===== src/rtl/nvm_guard_pkg.sv =====
package nvm_guard_pkg;

  localparam int BIT_LOCK   = 0;
  localparam int BIT_PROG   = 1;
  localparam int BIT_SERASE = 2;
  localparam int BIT_BERASE = 3;
  localparam int WID_LSB    = 4;
  localparam int BIT_FORCE  = 6;
  localparam int BIT_START  = 7;
  localparam int SECT_LSB   = 8;

  typedef enum logic [1:0] {
    KS_SHUT = 2'd0,
    KS_HALF = 2'd1,
    KS_OPEN = 2'd2
  } key_state_e;

  typedef struct packed {
    logic       prog;
    logic       sect_erase;
    logic       bank_erase;
    logic [1:0] width;
    logic       force_wr;
  } ctl_fields_t;

  function automatic ctl_fields_t fields_from_word(input logic [6:1] w);
    ctl_fields_t f;
    f.prog       = w[BIT_PROG];
    f.sect_erase = w[BIT_SERASE];
    f.bank_erase = w[BIT_BERASE];
    f.width      = w[WID_LSB+1:WID_LSB];
    f.force_wr   = w[BIT_FORCE];
    return f;
  endfunction

  function automatic logic [31:0] ctl_image(input ctl_fields_t f,
                                            input logic [23:0] sec,
                                            input logic lk);
    logic [31:0] w;
    w = '0;
    w[BIT_LOCK]              = lk;
    w[BIT_PROG]              = f.prog;
    w[BIT_SERASE]            = f.sect_erase;
    w[BIT_BERASE]            = f.bank_erase;
    w[WID_LSB+1:WID_LSB]     = f.width;
    w[BIT_FORCE]             = f.force_wr;
    w[SECT_LSB+23:SECT_LSB]  = sec;
    return w;
  endfunction

endpackage


===== src/rtl/nvm_key_seq.sv =====
module nvm_key_seq
  import nvm_guard_pkg::*;
#(
  parameter logic [31:0] KEY_A = 32'h4567_0123,
  parameter logic [31:0] KEY_B = 32'hCDEF_89AB
) (
  input  logic        clk,
  input  logic        rst_n,
  input  logic        key_wr,
  input  logic [31:0] key_data,
  input  logic        relock,
  output logic        locked,
  output logic        fault
);

  key_state_e state_q, state_d;
  logic       fault_q, fault_d;
  logic       key_bad_evt;
  logic       unlock_evt;

  always_comb begin
    state_d     = state_q;
    fault_d     = fault_q;
    key_bad_evt = 1'b0;
    unlock_evt  = 1'b0;
    if (key_wr && !fault_q) begin
      unique case (state_q)
        KS_SHUT: begin
          if (key_data == KEY_A) state_d = KS_HALF;
          else key_bad_evt = 1'b1;
        end
        KS_HALF: begin
          if (key_data == KEY_B) begin
            state_d    = KS_OPEN;
            unlock_evt = 1'b1;
          end else begin
            state_d     = KS_SHUT;
            key_bad_evt = 1'b1;
          end
        end
        default: key_bad_evt = 1'b1;
      endcase
    end else if (relock && state_q == KS_OPEN) begin
      state_d = KS_SHUT;
    end
    if (key_bad_evt) fault_d = 1'b1;
  end

  always_ff @(posedge clk or negedge rst_n) begin
    if (!rst_n) begin
      state_q <= KS_SHUT;
      fault_q <= 1'b0;
    end else begin
      state_q <= state_d;
      fault_q <= fault_d;
    end
  end

  assign locked = (state_q != KS_OPEN);
  assign fault  = fault_q;

  p_unlock_keyed_r2: assert property (@(posedge clk) disable iff (!rst_n)
    $fell(locked) |-> $past(key_wr && key_data == KEY_B))
    else $error("unlock without second key");

  p_open_key_fault_r5: assert property (@(posedge clk) disable iff (!rst_n)
    (key_wr && !locked) |=> fault)
    else $error("key write while open did not fault");

  p_fault_sticky_r6: assert property (@(posedge clk) disable iff (!rst_n)
    fault |=> fault)
    else $error("fault cleared");

  p_frozen_locked_r6: assert property (@(posedge clk) disable iff (!rst_n)
    (fault && locked) |=> locked)
    else $error("unlock after fault");

endmodule


===== src/rtl/nvm_ctl_fields.sv =====
module nvm_ctl_fields
  import nvm_guard_pkg::*;
#(
  parameter int SECT_W = 3,
  localparam int CTL_W = SECT_LSB + SECT_W
) (
  input  logic               clk,
  input  logic               rst_n,
  input  logic               wr_en,
  input  logic [CTL_W-1:1]   wbits,
  output ctl_fields_t        fields,
  output logic [SECT_W-1:0]  sector,
  output logic               start_pulse
);

  ctl_fields_t        fields_q;
  logic [SECT_W-1:0]  sector_q;
  logic               start_q;

  always_ff @(posedge clk or negedge rst_n) begin
    if (!rst_n) begin
      fields_q <= '0;
      sector_q <= '0;
      start_q  <= 1'b0;
    end else begin
      start_q <= wr_en && wbits[BIT_START];
      if (wr_en) begin
        fields_q <= fields_from_word(wbits[6:1]);
        sector_q <= wbits[SECT_LSB +: SECT_W];
      end
    end
  end

  assign fields      = fields_q;
  assign sector      = sector_q;
  assign start_pulse = start_q;

endmodule


===== src/rtl/nvm_ctl_guard.sv =====
module nvm_ctl_guard
  import nvm_guard_pkg::*;
#(
  parameter int          ADDR_W  = 8,
  parameter int          SECT_W  = 3,
  parameter logic [31:0] KEY_A   = 32'h4567_0123,
  parameter logic [31:0] KEY_B   = 32'hCDEF_89AB,
  parameter int          KEY_OFS = 4,
  parameter int          CTL_OFS = 12
) (
  input  logic              clk,
  input  logic              rst_n,
  input  logic [ADDR_W-1:0] bus_addr,
  input  logic              bus_we,
  input  logic [31:0]       bus_wdata,
  output logic [31:0]       bus_rdata,
  output logic              key_fault,
  output logic              op_prog,
  output logic              op_sect_erase,
  output logic              op_bank_erase,
  output logic [1:0]        op_width,
  output logic              op_force,
  output logic              op_start,
  output logic [SECT_W-1:0] op_sector
);

  localparam int CTL_W = SECT_LSB + SECT_W;
  localparam logic [ADDR_W-1:0] KEY_ADR = ADDR_W'(KEY_OFS);
  localparam logic [ADDR_W-1:0] CTL_ADR = ADDR_W'(CTL_OFS);

  logic        key_hit, ctl_hit;
  logic        locked;
  logic        field_wr;
  logic        relock_req;
  ctl_fields_t fields;

  assign key_hit    = bus_we && (bus_addr == KEY_ADR);
  assign ctl_hit    = bus_we && (bus_addr == CTL_ADR);
  assign field_wr   = ctl_hit && !locked && !bus_wdata[BIT_LOCK];
  assign relock_req = ctl_hit && !locked &&  bus_wdata[BIT_LOCK];

  nvm_key_seq #(.KEY_A(KEY_A), .KEY_B(KEY_B)) u_keys (
    .clk      (clk),
    .rst_n    (rst_n),
    .key_wr   (key_hit),
    .key_data (bus_wdata),
    .relock   (relock_req),
    .locked   (locked),
    .fault    (key_fault)
  );

  nvm_ctl_fields #(.SECT_W(SECT_W)) u_fields (
    .clk         (clk),
    .rst_n       (rst_n),
    .wr_en       (field_wr),
    .wbits       (bus_wdata[CTL_W-1:1]),
    .fields      (fields),
    .sector      (op_sector),
    .start_pulse (op_start)
  );

  assign op_prog       = fields.prog;
  assign op_sect_erase = fields.sect_erase;
  assign op_bank_erase = fields.bank_erase;
  assign op_width      = fields.width;
  assign op_force      = fields.force_wr;

  assign bus_rdata = (bus_addr == CTL_ADR) ?
                     ctl_image(fields, 24'(op_sector), locked) : 32'h0;

  p_locked_hold_r7: assert property (@(posedge clk) disable iff (!rst_n)
    locked |=> $stable({fields, op_sector}))
    else $error("fields changed while locked");

  p_relock_keeps_r9: assert property (@(posedge clk) disable iff (!rst_n)
    relock_req |=> (locked && $stable({fields, op_sector})))
    else $error("relock write altered fields");

  p_start_open_r10: assert property (@(posedge clk) disable iff (!rst_n)
    op_start |-> $past(!locked && ctl_hit))
    else $error("start pulse without unlocked write");

endmodule


===== config.mk =====
export PLATFORM = sky130hd
export DESIGN_NAME = nvm_ctl_guard
export DESIGN_NICKNAME = d
export VERILOG_FILES = /design/src/rtl/nvm_guard_pkg.sv /design/src/rtl/nvm_key_seq.sv /design/src/rtl/nvm_ctl_fields.sv /design/src/rtl/nvm_ctl_guard.sv
export SDC_FILE = /design/constraint.sdc
export NUM_CORES = 1
export LEC_CHECK = 0
export BUFFER_PORTS_ARGS = -buffer_cell sky130_fd_sc_hd__buf_2
export CAP_MARGIN = 20
export CORE_AREA = 4 4 58 60
export DETAILED_ROUTE_END_ITERATION = 8
export DIE_AREA = 0 0 62 64
export GPL_ROUTABILITY_DRIVEN = 0
export GPL_TIMING_DRIVEN = 0
export PLACE_DENSITY = 0.82
export SETUP_SLACK_MARGIN = 0.3
export SKIP_CTS_REPAIR_TIMING = 1
export SLEW_MARGIN = 5
export SYNTH_ARGS = -nofsm -noshare
export SYNTH_HDL_FRONTEND = slang
export SYNTH_SLANG_ARGS = --single-unit

===== constraint.sdc =====
create_clock -name clk -period 1.4 [get_ports clk]
set_input_delay 0.28 -clock clk [delete_from_list [all_inputs] [get_ports clk]]
set_output_delay 0.28 -clock clk [all_outputs]
set_load 0.005 [all_outputs]

## After elaboration in Yosys (flattened, before gate mapping)

Index checks and enable logic that the tools add are counted.
W data, S select, Z words.

| cells by class | value |
|---|---|
| equality and inequality tests | 9 |
| mux-type cells | 10 |
| reductions and logical operators | 14 |

Operators with widths:

| kind | number |
|---|---|
| $eq A32 B31 Y1 const B | 1 |
| $eq A32 B32 Y1 const B | 1 |
| $mux W11 | 1 |
| $eq A8 B3 Y1 const B | 1 |
| $eq A8 B4 Y1 const B | 1 |
| $logic_and A1 B1 Y1 | 8 |
| $mux W2 | 4 |
| $ne A3 B3 Y1 const B | 2 |
| $pmux W2 S2 | 1 |
| $logic_not A1 Y1 | 3 |
| $mux W1 | 3 |
| $reduce_and A3 Y1 | 1 |
| $eq A2 B1 Y1 const B | 1 |
| $eq A2 B2 Y1 const B | 1 |
| $logic_not A2 Y1 | 1 |
| $ne A2 B2 Y1 const B | 1 |
| $pmux W1 S2 | 1 |
| $reduce_bool A2 Y1 | 1 |

| word-level totals | value |
|---|---|
| flip-flop bits (word level) | 13 |
| word-level logic and storage cells | 42 |

## Depth between registers and ports, before layout

Gate-level depths: netlist (run 1).

| depth | value |
|---|---|
| depth in word-level cells | 7 |
| gate-level depth with buffers | 4 |

## Hierarchy

A second synthesis (run 1) with hierarchy kept.

| unflattened totals | value |
|---|---|
| cell total of the unflattened synthesis | 107 |
| area, all modules | 1067.3 um^2 |

Modules (own cells, without submodules):

| module | instances | cells an instance | area an instance (um^2) | seq. area each (um^2) |
|---|---|---|---|---|
| nvm_ctl_fields | 1 | 21 | 404.1 | 250.2 |
| nvm_ctl_guard | 1 | 53 | 390.4 | 0.0 |
| nvm_key_seq | 1 | 33 | 272.8 | 75.1 |

## Worst setup path after synthesis (run 1)

OpenSTA, ideal clock, no wires.

| path | value |
|---|---|
| kind | in2reg |
| start | in bus_addr[6] |
| end | reg u_fields.fields_q, in the netlist u_fields.fields[0] |
| setup time | 0.125 ns |
| data arrival time | 1.349 ns |
| path slack | -0.074 ns |
| stages | 4 |
| buffers on the path | 0 |
| cell sequence | nor4b_4 > nand4_1 > nor2_4 > mux2_2 |

| between the ends | value |
|---|---|
| longest elaborated chain between the ends | 4 |

RTL lines:

| element | line | text |
|---|---|---|
| start, declared | nvm_ctl_guard.sv:13 | `input logic [ADDR_W-1:0] bus_addr,` |
| $eq A8 B4 Y1 | nvm_ctl_guard.sv:38 | `assign ctl_hit = bus_we && (bus_addr == CTL_ADR);` |
| $logic_and A1 B1 Y1 | nvm_ctl_guard.sv:38 |  |
| $logic_and A1 B1 Y1 (2 in series) | nvm_ctl_guard.sv:39 | `assign field_wr = ctl_hit && !locked && !bus_wdata[BIT_LOCK];` |
| end signal, assigned | nvm_ctl_fields.sv:28 | `fields_q <= fields_from_word(wbits[6:1]);` |
| end, declared | nvm_ctl_fields.sv:16 | `ctl_fields_t fields_q;` |

Every way passes these cells.
A chain may end at the register's enable or synchronous reset.

## Worst setup path in the final report (run 1)

| path | value |
|---|---|
| start | in bus_addr[0] |
| end | out bus_rdata[9] |

| between the ends | value |
|---|---|
| longest elaborated chain between the ends | 2 |

RTL lines:

| element | line | text |
|---|---|---|
| $eq A8 B4 Y1 | nvm_ctl_guard.sv:68 | `assign bus_rdata = (bus_addr == CTL_ADR) ?` |
| $mux W11 | nvm_ctl_guard.sv:68 |  |
| end, declared | nvm_ctl_guard.sv:16 | `output logic [31:0] bus_rdata,` |

Every way passes these cells.

==> metrics.md, run 1 <==
| Metric | Value |
|---|---|
| RSZ-0062 raised after global routing | `true` |
| Placed instance area | `0.00137 sq mm` |
| Combinational group share of total power | `23.4%` |
| Vias post-DR | `1016` |
| # rows | `20` |
| Hold/Removal Path Class | `input port to flop` |
| Switching power | `0.197 mW` |
| Synth Area in Adders | `0%` |
| Final Hold Vio Count | `0` |
| Vias in the first global route | `850` |
| Seq/Total Area, Yosys | `35.2%` |
| Crit Path Category | `input port to primary output` |
| Crit start category | `input port` |
| H-tree lvl count | `1` |
| Yosys warns | `0` |
| Failing checks | `negative setup slack` |
| PD cells | `503 mW/mm^2` |
| Area fraction in compound gates after synthesis | `3.66%` |
| Total power | `0.793 mW` |
| Grt total ovfl | `0` |
| Syn Area/Cell | `9.93 sq um` |
| Final nets | `234` |
| CTS tree | `done` |
| Clock sinks | `13` |
| Initial Utilization | `31.5%` |
| Starting DRC count in detailed routing | `10` |
| Async S/R FF share, synth | `100%` |
| Fillers | `287` |
| Global-route total usage across every layer | `12.1%` |
| Clk pwr share | `28.8%` |
| Root Buffer | `clkbuf_4` |
| EDFF count, synth | `0` |
| Routed vias/inst | `4.56` |
| Largest net degree at the start of global routing | `14` |
| WHS | `250 ps` |
| Wire length per cell | `13.1 microns` |
| Cell variety after synth | `28` |
| Most common flop cell mapped by yosys | `dfrtp_1` |
| Final Critical Period | `1510 ps` |
| Synth Area in XOR/XNOR | `0%` |
| Max_cap viols | `0` |
| Die area | `0.00397 sq mm` |
| Ports | `86` |
| Clk slew on worst S/H paths | `80 ps` |
| Initial DRT Pass Iterations | `4` |
| Fin util | `53.8%` |
| Pre-CTS worst setup slack | `-314 ps` |
| First-pass GRT wire length | `3740 microns` |
| Final wirelength | `2930 microns` |
| Status | `finished with violations` |
| Final Skew | `1.78 ps` |
| Simple-gate portion of the synthesized area | `30.6%` |
| Initial antenna violation count | `0` |
| Syn Inst Count | `93` |
| Post-route cell area | `0.00158 sq mm` |
| CP max FO | `10` |
| Inserted Diodes | `0` |
| CTS Buffer Depth | `2` |
| Leak | `0.930 nW` |
| Internal power | `0.596 mW` |
| CP required | `1120 ps` |
| Clk_lat worst skew | `270 ps` |
| DR DRC count | `0` |
| Max-slew violation count | `0` |
| Die width | `62 microns` |
| Peak VDD IR | `0.431 mV` |
| Area Growth Syn to Fin | `70.6%` |
| Worst setup slack after layout | `-113 ps` |
| Routed Antenna Nets | `0` |
| Hpwl dp | `2160 microns` |
| Final Cycle Share | `108%` |
| Synthesized area | `923 sq um` |
| Yosys reg bits | `13` |
| Input/output buffers | `63` |
| Sw Ratio | `24.8%` |
| Largest family of logic cells by synthesized area | `simple AND/OR/NAND/NOR gates` |
| Die height | `64 microns` |
| Crit path capture type | `primary output` |
| Share of cells above drive strength 1 | `63.2%` |
| Mux cell area share after synthesis | `11.0%` |
| Num CTS Buffers | `3` |
| Max Fclk | `0.661 GHz` |
| CP Data Arrival Time | `1230 ps` |
| Core box area | `0.00293 sq mm` |
| Setup Viol. Count Final | `20` |
| Part of the power in registers | `47.8%` |
[sequential cells by signal (all words and copies together) (netlist names)]
name,cells
u_fields.start_pulse,1
u_fields.fields,6
u_keys.fault,1
u_keys.state_q,2
u_fields.sector,3
[cells in the final DEF, fill, tap and decap left out, drive strengths merged]
cell,count
nand3,3
dfrtp,13
inv,1
or3,1
and3,10
nor4bb,2
o21ai,2
nor3b,1
dlygate4sd3,1
a211oi,1
o41ai,1
or4,1
nor3,2
mux2,9
and4b,1
clkbuf,4
nand4,5
o21bai,1
nor4b,4
buf,94
nor2,6
nor4,1
nor2b,1
conb,22
nand2,3
[metal layers]
metal / track usage, % / share of wire, % / up-vias / routed length [microns]
met5: 0 / 0 / - / 0
met4: 2.39 / 1.6 / 0 / 48
met3: 2.22 / 14 / 5 / 423
met2: 21.1 / 51 / 71 / 1500
met1: 15.1 / 33 / 449 / 957
li1: - / - / 491 / -
[metrics by stage]
step                cells  TNS [ps]
finish                223     -1640
global route          223     -2870
CTS                   214     -4560
detailed placement    210     -5970
global placement      210     -5560
floorplan             114      -656
[cell type report]
| type | instances | area (sq um) | area share (%) |
|---|---|---|---|
| well taps | 33 | 41.3 | 2.62 |
| repair buffers | 71 | 404 | 25.7 |
| plain buffers | 24 | 184 | 11.7 |
| multi-input cells | 77 | 591 | 37.5 |
| clock buffers | 4 | 26.3 | 1.67 |
| inverters | 1 | 3.75 | 0.238 |
| flip-flops and latches | 13 | 325 | 20.7 |
[critical path, cell delays in order]
cell     delay [ps]
buf_2           110
nor4b_4         370
buf_6           190
and3_1          160
buf_2           120
[power groups by stage]
stage | sequential, mW | clock, mW | combinational, mW
2_1_floorplan | 0.387 | 0 | 0.0804
3_3_place_gp | 0.386 | 0 | 0.162
3_5_place_dp | 0.387 | 0 | 0.164
4_1_cts | 0.379 | 0.232 | 0.165
5_1_grt | 0.379 | 0.256 | 0.207
6_report | 0.379 | 0.228 | 0.186
[synthesized netlist by cell type, types with 2 or more instances]
cell type / instances / share of area (%)
nand2_1: 3 / 1.2
o21ai_0: 2 / 1.1
clkbuf_1: 2 / 0.81
nor4b_1: 2 / 1.9
mux2_2: 9 / 11
buf_4: 22 / 18
and3_1: 10 / 6.8
nor2_1: 4 / 1.6
nor4bb_1: 2 / 2.2
nor3_1: 2 / 1.1
dfrtp_1: 13 / 35
nand4_1: 4 / 2.7
nand3_1: 3 / 1.6
[path summary, 6_finish.rpt]
path / cells after the start / end / from / slack, ps
hold / removal: 2 / u_fields.fields[2] / bus_wdata[5] / 250
setup reg to reg: 5 / u_fields.fields[0] / u_keys.state_q[0] / -110
max in group asynchronous: 2 / u_keys.fault / rst_n / 770
hold reg to reg: 1 / u_keys.fault / u_keys.fault / 500
min in group asynchronous: 2 / u_fields.sector[0] / rst_n / 410
setup / recovery: 5 / bus_rdata[9] / bus_addr[0] / -110
[kinds of logic (layout without fill, tap and decap cells)]
logic type | count (synthesis) | in the layout
AND/OR/NAND/NOR | 40 | 41
flip-flops | 13 | 13
AO/OA/AOI/OAI | 5 | 5
multiplexers | 9 | 9
other | 1 | 22
buffers and inverters | 25 | 100
No activity file was read; power rests on OpenSTA's default activity.
==> inputs of run 2 (changes only) <==
Settings changed: ABC_AREA set to 1, CORE_AREA 4 4 58 60 to 4 4 61 63, DIE_AREA 0 0 62 64 to 0 0 65 67, PLACE_DENSITY 0.82 to 0.8.
==> metrics.md, run 2 <==
| Metric | Value |
|---|---|
| Status | `finished with violations` |
| Failing checks | `negative setup slack` |
| Initial Utilization | `33.1% (+1.6 points)` |
| CP required | `1120 ps (about the same)` |
| Hold/Removal Path Class | `input port to flop` |
| Cell variety after synth | `18 (-36%)` |
| Yosys reg bits | `13 (unchanged)` |
| Share of cells above drive strength 1 | `53.1% (-10 points)` |
| Largest family of logic cells by synthesized area | `simple AND/OR/NAND/NOR gates` |
| CP max stage delay | `170 ps (-200 ps)` |
| # rows | `21 (+5.0%)` |
| Die width | `65 microns (+4.8%)` |
| Yosys warns | `0 (unchanged)` |
| Die area | `0.00436 sq mm (+9.8%)` |
| DR DRC count | `0 (unchanged)` |
| Area leader, netlist | `dfrtp_1` |
| Area contributors post-synth | `dfrtp_1 (30%), buf_4 (15%), nand2_1 (12%)` |
| Syn Inst Count | `159 (+71%)` |
| First-pass GRT wire length | `3950 microns (+5.7%)` |
| Final wirelength | `2790 microns (-4.6%)` |
| Area Growth Syn to Fin | `63.5%` |
| Synthesized area | `0.00107 sq mm (+16%)` |
| Clk slew on worst S/H paths | `90 ps (about the same)` |
| Hold-critical path endpoint | `u_fields.fields[2]` |
| Worst setup slack after layout | `-2.86 ps (+110 ps)` |
| Reg2reg end | `u_fields.fields[1]` |
| EDFF count, synth | `0 (unchanged)` |
| CTS Buffer Depth | `2 (unchanged)` |
| Vias post-DR | `1171 (+15%)` |
| Inserted Diodes | `0 (unchanged)` |
| Crit Path Category | `input port to primary output` |
| Switching power | `0.223 mW (+13%)` |
| Most common cell after layout, fill and taps aside | `buf_2` |
| Max-slew violation count | `0 (unchanged)` |
| Largest net degree at the start of global routing | `14 (unchanged)` |
| Synth Area in XOR/XNOR | `0% (unchanged)` |
| Synth Area in Adders | `0% (unchanged)` |
| Crit start category | `input port` |
| Hold depth | `3 (+1)` |
| Sw Ratio | `27.6% (+2.8 points)` |
| Vias in the first global route | `984 (+16%)` |
| Routed vias/inst | `3.85 (-15%)` |
| Ports | `86 (unchanged)` |
| H-tree lvl count | `1 (unchanged)` |
| Initial DRT Pass Iterations | `4 (unchanged)` |
| Most common flop cell mapped by yosys | `dfrtp_1` |
| Worst-path cell chain | `buf_2 -> nor2_1 -> nand2_2 -> nor2_4 -> clkinv_4 -> nor2_1 -> buf_2` |
| Peak VDD IR | `0.222 mV (-48%)` |
| Top-area cell type share of the netlist area | `30.4% (-4.8 points)` |
| Final Skew | `0.764 ps (-1.02 ps)` |
| Post-Route Setup TNS | `-2.86 ps (+1630 ps)` |
| Num CTS Buffers | `3 (unchanged)` |
| Input/output buffers | `63 (unchanged)` |
| Starting DRC count in detailed routing | `20 (+10)` |
| Hpwl dp | `2130 microns (-1.2%)` |
| FF-to-FF Start | `u_keys.state_q[0]` |
| Clock sinks | `13 (unchanged)` |
| Syn Area/Cell | `6.73 sq um (-32%)` |
| Final Critical Period | `1400 ps (-110 ps)` |
| Clk_lat worst skew | `290 ps (+20 ps)` |
| Clk pwr share | `30.9% (+2.1 points)` |
| Mux cell area share after synthesis | `0% (-11 points)` |
| Final nets | `302 (+29%)` |
| CP Data Arrival Time | `1120 ps (-110 ps)` |
| Max Fclk | `0.713 GHz (+7.9%)` |
| Seq/Total Area, Yosys | `30.4% (-4.8 points)` |
| Area fraction in compound gates after synthesis | `8.30% (+4.6 points)` |
| Simple-gate portion of the synthesized area | `33.6% (+2.9 points)` |
| Leak | `1.02 nW (+9.3%)` |
| Initial antenna violation count | `0 (unchanged)` |
| Total power | `0.808 mW (+1.9%)` |
| Top-count cell post-synth | `nand2_1` |
| Wire length per cell | `9.19 microns (-30%)` |
| Slowest cell on crit path | `nor2_4` |
| Internal power | `0.584 mW (-1.9%)` |
| Async S/R FF share, synth | `100% (unchanged)` |
| Highest-count cells in the layout ignoring fill and taps | `buf_2 (61), inv_1 (29), buf_4 (28)` |
| Max_cap viols | `0 (unchanged)` |
| Grt total ovfl | `0 (unchanged)` |
| Combinational group share of total power | `22.6% (-0.8 points)` |
| Flop2flop setup slack | `180 ps (+290 ps)` |
| Final Cycle Share | `100% (-7.9 points)` |
| Largest register FFs | `6 (unchanged)` |
| PD cells | `462 mW/mm^2 (-8.3%)` |
| Global-route total usage across every layer | `11.6% (-0.47 points)` |
| Source of the worst hold timing path | `bus_wdata[5]` |
| Core box area | `0.00323 sq mm (+10%)` |
| Final Hold Vio Count | `0 (unchanged)` |
| Commonest cells in the netlist | `nand2_1 (35), nor2_1 (31), inv_1 (29)` |
| CP max FO | `5 (-5)` |
| Crit path capture type | `primary output` |
| Routed Antenna Nets | `0 (unchanged)` |
| RSZ-0062 raised after global routing | `true` |
| R2r worst-path depth | `5 (unchanged)` |
| Setup Viol. Count Final | `1 (-95%)` |
| Part of the power in registers | `46.5% (-1.3 points)` |
| Die height | `67 microns (+4.7%)` |
| CTS tree | `done` |
| Root Buffer | `clkbuf_4` |
run 2: cell count changes in the layout (fill, tap and decap cells not counted), moves of 5 or more:
cell,before,now
inv_1,1,29
nand2_1,2,24
nor2_1,4,25
and3_1,9,0
nand2_2,1,10
o21ai_2,0,9
mux2_4,6,0
nor2_2,0,5
run 2: cell type report:
cell class / count / area (sq um)
clock buffer: 3 / 22.5
buffer: 23 / 185
clock inverter: 1 / 5.00
timing repair inverter: 1 / 6.26
sequential: 13 / 327
inverter: 31 / 121
tap: 46 / 57.6
timing repair buffer: 73 / 417
fill: 323 / 1480
multi-input combinational: 113 / 608
run 2: routing by layer:
layer / vias to the layer above / track usage (%) / share of wire (%)
met3: 4 / 1.85 / 9.7
met2: 58 / 20.6 / 50
met5: - / 0 / 0
li1: 622 / - / -
met1: 487 / 12.8 / 38
met4: 0 / 7.92 / 2.5
run 2: worst max path at each step:
stage	start	endpoint	cells past startpoint
finish	bus_addr[5]	bus_rdata[0]	7
CTS	bus_addr[1]	bus_rdata[0]	7
global route	bus_addr[5]	bus_rdata[0]	7
detailed placement	bus_addr[1]	bus_rdata[0]	7
global placement	bus_addr[1]	bus_rdata[0]	7
floorplan	bus_addr[7]	bus_rdata[0]	5
run 2: kinds of logic (layout without fill, tap and decap cells):
family	count (synthesis)	count (layout)
AOI/OAI and AO/OA	11	11
other	1	22
and+or+nand+nor	80	80
DFF	13	13
buffers and inverters	54	132
run 2: through the flow:
step / setup WS (ps) / std cells / area [sq um] / hold WS [ps] / utilization [%]
after global placement: 2.93 / 289 / 1540 / 179 / 47.5
after detailed placement: -19.3 / 289 / 1540 / 186 / 47.5
after CTS: -20.3 / 293 / 1560 / -125 / 48.4
after global routing: -84.8 / 304 / 1750 / 254 / 54.1
final: -2.86 / 304 / 1750 / 239 / 54.1
after floorplan: 261 / 180 / 1160 / -15.6 / -
run 2: power groups by stage:
stage	Sequential, mW	Clock (mW)	Combinational, mW
2_1_floorplan	0.383	0	0.0955
4_1_cts	0.375	0.250	0.171
6_report	0.375	0.250	0.182
5_1_grt	0.375	0.262	0.208
3_3_place_gp	0.383	0	0.167
3_5_place_dp	0.383	0	0.171
run 2: worst max-delay path, delay by kind of cell:
kind / cells / cell delay, ps
AND/OR/NAND/NOR: 4 / 500
buffers and inverters: 3 / 330
